**src/rtl/auxsteer_pkg.sv**
```systemverilog
package auxsteer_pkg;
  // Bit of the control register that enables the on-chip RAM.
  localparam int unsigned ENABLE_BIT = 4;

  // Decide whether an access lands in the on-chip RAM.
  function automatic logic lands_onchip(input logic en, input logic ptr8, input logic hi_zero);
    return en & (ptr8 | hi_zero);
  endfunction

  // Read return path selector for the pending read.
  typedef enum logic {SRC_BUS = 1'b0, SRC_RAM = 1'b1} rd_src_e;
endpackage

```
**src/rtl/auxsteer_ctl.sv**
```systemverilog
module auxsteer_ctl #(
  parameter int unsigned CTL_W = 8,
  parameter int unsigned EN_BIT = auxsteer_pkg::ENABLE_BIT
) (
  input  logic             clk,
  input  logic             rst_n,
  input  logic             we,
  input  logic [CTL_W-1:0] wdata,
  output logic             en
);
  always_ff @(posedge clk) begin
    if (!rst_n)  en <= 1'b0;
    else if (we) en <= wdata[EN_BIT];
  end

  // Only the enable bit is kept; the rest of the byte is folded away.
  logic unused_bits;
  assign unused_bits = ^{wdata[CTL_W-1:EN_BIT+1], wdata[EN_BIT-1:0]};
endmodule

```
**src/rtl/auxsteer_mem.sv**
```systemverilog
module auxsteer_mem #(
  parameter int unsigned IDX_W = 8,
  parameter int unsigned DW    = 8
) (
  input  logic             clk,
  input  logic             wr_en,
  input  logic             rd_en,
  input  logic [IDX_W-1:0] idx,
  input  logic [DW-1:0]    wdata,
  output logic [DW-1:0]    q
);
  localparam int unsigned DEPTH = 1 << IDX_W;
  logic [DW-1:0] cells [DEPTH];

  always_ff @(posedge clk) begin
    if (wr_en) cells[idx] <= wdata;
    if (rd_en) q <= cells[idx];
  end
endmodule

```
**src/rtl/auxsteer_route.sv**
```systemverilog
module auxsteer_route #(
  parameter int unsigned AW    = 16,
  parameter int unsigned DW    = 8,
  parameter int unsigned IDX_W = 8
) (
  input  logic          clk,
  input  logic          rst_n,
  input  logic          en,
  input  logic          ptr8,
  input  logic [AW-1:0] addr,
  input  logic          rd,
  input  logic          wr,
  input  logic [DW-1:0] wdata,
  output logic          hit,
  output logic          int_rd,
  output logic          int_wr,
  output logic          ext_rd_q,
  output logic          ext_wr_q,
  output logic [AW-1:0] ext_addr_q,
  output logic [DW-1:0] ext_wdata_q
);
  import auxsteer_pkg::*;

  logic hi_zero;
  logic ext_go;
  assign hi_zero = (addr[AW-1:IDX_W] == '0);
  assign hit     = lands_onchip(en, ptr8, hi_zero);
  assign int_rd  = rd & hit;
  assign int_wr  = wr & hit;
  assign ext_go  = (rd | wr) & ~hit;

  always_ff @(posedge clk) begin
    if (!rst_n) begin
      ext_rd_q    <= 1'b0;
      ext_wr_q    <= 1'b0;
      ext_addr_q  <= '0;
      ext_wdata_q <= '0;
    end else begin
      ext_rd_q <= rd & ~hit;
      ext_wr_q <= wr & ~hit;
      if (ext_go)    ext_addr_q  <= addr;
      if (wr & ~hit) ext_wdata_q <= wdata;
    end
  end

  AST_DISABLED_NO_INT: assert property (@(posedge clk) disable iff (!rst_n)
    !en |-> (!int_rd && !int_wr));
  AST_PTR8_ONCHIP: assert property (@(posedge clk) disable iff (!rst_n)
    (en && ptr8 && (rd || wr)) |-> (int_rd || int_wr));
  AST_HIGH_TO_BUS: assert property (@(posedge clk) disable iff (!rst_n)
    (en && !ptr8 && !hi_zero && rd) |=> ext_rd_q);
  AST_LOW_ONCHIP: assert property (@(posedge clk) disable iff (!rst_n)
    (en && !ptr8 && hi_zero && (rd || wr)) |-> hit);
  AST_SILENT_BUS: assert property (@(posedge clk) disable iff (!rst_n)
    (hit && (rd || wr)) |=> (!ext_rd_q && !ext_wr_q && $stable(ext_addr_q) && $stable(ext_wdata_q)));
endmodule

```
**src/rtl/auxram_steer.sv**
```systemverilog
module auxram_steer #(
  parameter int unsigned AW    = 16,
  parameter int unsigned DW    = 8,
  parameter int unsigned CTL_W = 8,
  parameter int unsigned IDX_W = 8
) (
  input  logic             clk,
  input  logic             rst_n,
  input  logic             ctl_we,
  input  logic [CTL_W-1:0] ctl_wdata,
  input  logic             acc_ptr8,
  input  logic [AW-1:0]    acc_addr,
  input  logic             acc_rd,
  input  logic             acc_wr,
  input  logic [DW-1:0]    acc_wdata,
  input  logic [DW-1:0]    ext_rdata,
  output logic             int_rd,
  output logic             int_wr,
  output logic             ext_rd,
  output logic             ext_wr,
  output logic [AW-1:0]    ext_addr,
  output logic [DW-1:0]    ext_wdata,
  output logic [DW-1:0]    rd_data,
  output logic             rd_valid
);
  import auxsteer_pkg::*;

  logic          en;
  logic          hit;
  logic [DW-1:0] ram_q;
  logic          pend_rd;
  rd_src_e       pend_src;

  auxsteer_ctl #(.CTL_W(CTL_W)) u_ctl (
    .clk(clk), .rst_n(rst_n), .we(ctl_we), .wdata(ctl_wdata), .en(en)
  );

  auxsteer_route #(.AW(AW), .DW(DW), .IDX_W(IDX_W)) u_route (
    .clk(clk), .rst_n(rst_n), .en(en), .ptr8(acc_ptr8), .addr(acc_addr),
    .rd(acc_rd), .wr(acc_wr), .wdata(acc_wdata), .hit(hit),
    .int_rd(int_rd), .int_wr(int_wr), .ext_rd_q(ext_rd), .ext_wr_q(ext_wr),
    .ext_addr_q(ext_addr), .ext_wdata_q(ext_wdata)
  );

  auxsteer_mem #(.IDX_W(IDX_W), .DW(DW)) u_mem (
    .clk(clk), .wr_en(int_wr), .rd_en(int_rd), .idx(acc_addr[IDX_W-1:0]),
    .wdata(acc_wdata), .q(ram_q)
  );

  // Both paths return read data two edges after the request.
  always_ff @(posedge clk) begin
    if (!rst_n) begin
      pend_rd  <= 1'b0;
      pend_src <= SRC_BUS;
      rd_data  <= '0;
      rd_valid <= 1'b0;
    end else begin
      pend_rd  <= acc_rd;
      pend_src <= hit ? SRC_RAM : SRC_BUS;
      rd_valid <= pend_rd;
      if (pend_rd) rd_data <= (pend_src == SRC_RAM) ? ram_q : ext_rdata;
    end
  end

  AST_READ_LATENCY: assert property (@(posedge clk) disable iff (!rst_n)
    acc_rd |=> ##1 rd_valid);
  AST_BUS_READ_ONCE: assert property (@(posedge clk) disable iff (!rst_n)
    ext_rd |=> !ext_rd || $past(acc_rd));
endmodule

```
**config.mk**
```make
export PLATFORM = sky130hd
export DESIGN_NAME = auxram_steer
export DESIGN_NICKNAME = d
export VERILOG_FILES = /design/src/rtl/auxsteer_pkg.sv /design/src/rtl/auxsteer_ctl.sv /design/src/rtl/auxsteer_mem.sv /design/src/rtl/auxsteer_route.sv /design/src/rtl/auxram_steer.sv
export SDC_FILE = /design/constraint.sdc
export NUM_CORES = 2
export LEC_CHECK = 0
export ABC_AREA = 1
export BUFFER_PORTS_ARGS = -buffer_cell sky130_fd_sc_hd__buf_2
export CAP_MARGIN = 40
export CORE_ASPECT_RATIO = 2
export CORE_MARGIN = 3
export CORE_UTILIZATION = 48
export DETAILED_ROUTE_END_ITERATION = 10
export PLACE_DENSITY = 0.67
export REMOVE_ABC_BUFFERS = 1
export SLEW_MARGIN = 20
export SYNTH_ARGS = -nofsm -noshare
export SYNTH_HDL_FRONTEND = slang
export SYNTH_SLANG_ARGS = --single-unit
```
**constraint.sdc**
```tcl
create_clock -name clk -period 2.2 [get_ports clk]
set_input_delay 0.11 -clock clk [delete_from_list [all_inputs] [get_ports clk]]
set_output_delay 0.11 -clock clk [all_outputs]
set_load 0.01 [all_outputs]
```
[Word-level counts from Yosys, hierarchy flattened]
Memory sizes are Yosys's and may differ from the RTL's. A register that Yosys moved wholly into a read port is not among the register bits.
Cells that the tools add are included.
W data, S select, Z words.
Storage, ports and cells
  word-level logic and storage cells: 24
  register bits: 38
  memories kept: 1
  ROM bits: 0
  latch bits: 0
  memory bits (writable): 2048
  input bits: 46
  output and inout bits: 37
Memories
  u_mem.cells: words 256, bits a word 8, read ports 1, clocked after Yosys merged registers in 1, wr ports 1, line auxsteer_mem.sv:13  | logic [DW-1:0] cells [DEPTH];
Operators by class
  bitwise operators: 9
  reduce and logical (&&, ||, !) cells: 1
  shift-type cells: 0
  div/mod/pow operators: 0
  multiply operators: 0
  $lt $le $gt $ge: 0
  muxes and demuxes: 4
  add/subtract/negate cells: 0
  equality and inequality tests: 0
Operator list (count)
  $logic_not A8 Y1: 1
  $mux W8: 1
  $and A1 B1 Y1: 6
  $mux W1: 3
  $or A1 B1 Y1: 2
  $not A1 Y1: 1

[Logic depth before layout (Yosys ltp)]
  depth in word-level cells: 6
  mapped depth: 16

[By module]
Synthesis repeated with hierarchy kept, for this count alone.
Unflattened totals
  cells, all modules: 8281
  area total of the unflattened synthesis: 86718.2 um^2
Modules (own cells, without submodules)
  auxsteer_mem: cells each 8021, area an instance 84936.5 um^2, times used 1
  auxsteer_route: cells each 177, area an instance 1203.7 um^2, times used 1
  auxram_steer: cells each 77, area an instance 536.8 um^2, times used 1
  auxsteer_ctl: cells each 6, area an instance 41.3 um^2, times used 1

[Least setup slack after synthesis]
OpenSTA, ideal clock, no wires.
  path kind: input to register
  from: in acc_addr[8]
  to: mem u_mem.cells[96][0], enable pin
  arrival: 1.771 ns
  cell stages on the path: 9
  path slack: 0.058 ns
  cell sequence: nor4_1 a21o_1 nand2_2 nor2_2 inv_1 nor2_4 nand2_2 buf_2 nor2_1
Between the ends
  longest elaborated chain between the ends: 6
Ends and longest elaborated chain
  from (decl): line auxram_steer.sv:12  | input logic [AW-1:0] acc_addr,
  $logic_not A8 Y1: line auxsteer_route.sv:26  | assign hi_zero = (addr[AW-1:IDX_W] == '0);
  $or A1 B1 Y1: line auxsteer_pkg.sv:7  | return en & (ptr8 | hi_zero);
  $and A1 B1 Y1: line auxsteer_pkg.sv:7
  $and A1 B1 Y1: line auxsteer_route.sv:29  | assign int_wr = wr & hit;
  named net int_wr: line auxram_steer.sv:18  | output logic int_wr,
  $mux W1: line auxsteer_mem.sv:16  | if (wr_en) cells[idx] <= wdata;
  $mux W1 (implied by the code): line auxsteer_mem.sv:16
  to (decl): line auxsteer_mem.sv:13
The timed path passes the listed nets, and every way through them passes these cells.

[Final worst setup path]
  from: in acc_addr[12]
  to: mem u_mem.cells[202][4], enable pin
Between the ends
  longest elaborated chain between the ends: 6
Ends and longest elaborated chain (line)
  $logic_not A8 Y1: auxsteer_route.sv:26
  $or A1 B1 Y1: auxsteer_pkg.sv:7
  $and A1 B1 Y1: auxsteer_pkg.sv:7
  $and A1 B1 Y1: auxsteer_route.sv:29
  $mux W1: auxsteer_mem.sv:16
  $mux W1 (implied by the code): auxsteer_mem.sv:16
Every way passes these cells.

==> impl_metrics.toml <==
[timing]
drv_slew = 0
skew_ns = 0.0612
tightest_slew_ns = 0.707
fmax_ghz = 0.458
final_hold_viol_count = 0
setup_viol = 0
finalCriticalPeriod_ns = 2.19
fin_crit_sh = 0.993
slew_headroom = 0.528
setup_tns_ns = 0
hold_slack_ns = 0.104
rsz0062_at_grt = "yes"

[logic_synthesis]
synth-seq-cells = 2094
yosys_warnings = 0
synth_compound_area_frac = 0.0102
synth_simple_gate_area_share = 0.240
ys_types = 24
seq_area_frac_synth = 0.724
synth.top_cell.area_share = 0.716
synth_adder_area_share = 0
avgSynthCellArea_um2 = 10.8
synthMuxAreaShare = 0
netlist_area_um2 = 86300
synth_top_cells_by_area = "edfxtp_1 72%, nand2_1 18%, nand3_1 3.2%, nor2_1 1.7%, buf_2 1.1%"
postSynthCellCount = 7975
synth_xor_area_frac = 0
yosysTopAreaCell = "edfxtp_1"
synth_top_family_by_area = "simple AND/OR/NAND/NOR gates"

[critical_path]
reg2reg_slack_ns = 0.02
crit_required_ns = 2.71
crit_path_end = "u_mem.cells[202][4]"
slowest_stage = "dlygate4sd3_1"
r2r_end = "u_mem.q[0]"
crit_start = "acc_addr[12]"
crit_type = "input pin to flip-flop"
cp_top_family = "buffers and inverters"
crit_cells = 14
slowest_delay_ns = 0.55
cp_num_buf_inv = 7
crit_fanout = 9
path_cells = "dlygate4sd3_1 > buf_2 > nor4_4 > a21o_1 > nand2_2 > nor2_4 > inv_4 > nor2_4 > buf_12 > buf_6 > nand2_2 > buf_12 > nor2_1 > buf_4"
end_kind = "flip-flop"
rr_worst_depth = 14
crit_arrival_ns = 2.70
reg2reg_from = "u_mem.cells[231][0]"
start_kind = "input pin"

[detailed_routing]
vias = 61099
finalWirelength_mm = 254
drt_iter0_drc = 6055
post_drt_wl_per_cell_um = 22.9
viasPerCell = 5.51
drc = 0
antenna_left = 0
first_pass_iters = 6

[final_layout]
fill_cells = 14429
multi_input_area_um2 = 21800
drive_above_1_share = 0.138
seq_area_um2 = 62500
finalNetCount = 8680
area_growth_pct = 17.8

[power_and_ir_drop]
ir_worst_vdd_v = 0.000581
p_leak_uw = 0.0406
power_density_nw_per_um2 = 804

[placed_design]
place_congestion = 0.943
portBuffers = 75
dp_hpwl_mm = 169

[global_route]
gr-total-overflow = 0
grt_usage = 0.271
antenna_found_initial = 8
grt_pass1_wl_mm = 375
grt_pass1_vias = 61850
grt_max_degree = 96

[floorplan]
die_area_um2 = 185000
io_pins = 83
start_util = 0.484
die_w_um = 306
core_um2 = 178000
die_h_um = 606
rows = 219

[run_status]
status = "finished, final reports clean"

[clock_tree]
numCtsBuffers = 179
cts_tree = "done"
clock-root-buffer = "clkbuf_16"
h-tree-depth = 4
cts_buffer_depth = 4
clock-sinks = 2094
clkLatencyLatePin_ns = 0.83
clk_pin_slew_ns = 0.07

[job]
maxCapViolations = 0

[worst_hold_path]
hold_path.class = "input pin to flip-flop"
==> worst min-delay path: cells and delay by family <==
kind / cells / cell delay [ns]
buffers and inverters: 3 / 0.69
AOI/OAI and AO/OA: 1 / 0.05
==> power breakdown <==
part	switching, uW	internal, uW	leakage, uW
logic	4010	1710	0.0189
registers	44.6	43800	0.0188
clock network	14100	18000	0.00284
==> sequential cells by signal, indices dropped and copies added, names as in the netlist <==
| register | flops |
|---|---|
| rd_data | 8 |
| rd_valid | 1 |
| u_mem.q | 8 |
| u_route.ext_rd_q | 1 |
| u_route.ext_addr_q | 16 |
| u_ctl.en | 1 |
| pend_rd | 1 |
| pend_src | 1 |
| u_route.ext_wr_q | 1 |
| u_mem.cells | 2048 |
| u_route.ext_wdata_q | 8 |
==> metal layers <==
layer,track usage,vias up,part of all wire
met5,0,-,0.00014
met4,0.214,6,0.090
met3,0.0365,901,0.065
met2,0.489,2761,0.52
met1,0.284,29363,0.33
li1,-,28068,-
==> stage by stage <==
stage               worst slack [ns]  total power, uW  std cells  instance area, um^2  utilization
floorplan                      -7.64            47000       7513                84200            -
global placement              -0.680            50200      10708                94900        0.532
detailed placement            -0.666            50200      10708                94900        0.532
CTS                          0.00534            82000      11082               101000        0.569
global route                 -0.0447            83900      11084               102000        0.570
finish                        0.0148            81700      11086               102000        0.570
==> worst min path at each step <==
stage	start	to	slack, ns	cells past startpoint
global placement	ctl_we	u_ctl.en	0.31	2
detailed placement	ctl_we	u_ctl.en	0.32	2
floorplan	ctl_we	u_ctl.en	0.20	1
global route	ctl_wdata[4]	u_ctl.en	0.12	4
finish	ctl_wdata[4]	u_ctl.en	0.10	4
CTS	ctl_wdata[4]	u_ctl.en	0.04	4
==> what timing repair did <==
item,in CTS,in global routing
setup buffers,1,1
resized for setup,12,59
pin swaps,1,7
hold endpoints to repair,1277,0
hold buffers,63,0
endpoints found under the setup margin,46,1305
==> placed cells by master (no fill, tap or decap), types with 38 or more instances in the layout <==
master         count
nor2_1           365
dfxtp_1           38
o21ai_1           76
clkbuf_16        183
o21ai_0           79
edfxtp_1        2056
buf_2             65
nand3_1          560
nand2_1         4110
dlygate4sd3_1     63
buf_4            690
nand4_1          128
buf_12           104
==> cell usage after synthesis <==
master	number
dfxtp_1	38
edfxtp_1	2056
inv_4	1
buf_1	62
nand4_1	128
nor2_1	394
nand3_1	560
o21ai_1	74
nor4_1	2
clkbuf_1	189
buf_6	13
inv_1	20
buf_2	192
a21oi_1	2
buf_4	6
clkinv_1	2
a31oi_1	8
inv_2	1
nand2_1	4115
nor2_2	1
nand2_2	17
a21o_1	1
o21ai_0	88
nor2_4	5
==> cells by family after synthesis <==
logic type	count (synthesis)
AOI/OAI and AO/OA	173
buffers and inverters	486
and+or+nand+nor	5222
DFF	2094
==> cell type report <==
| type | instances | area share |
|---|---|---|
| clock inverters | 106 | 0.0115 |
| well taps | 2320 | 0.0286 |
| flip-flops and latches | 2094 | 0.615 |
| repair buffers | 940 | 0.0832 |
| clock buffers | 204 | 0.0458 |
| diodes | 3 | 0.0000739 |
| inverters | 24 | 0.00124 |
| multi-input cells | 5395 | 0.215 |
No activity file was read; power rests on OpenSTA's default activity.
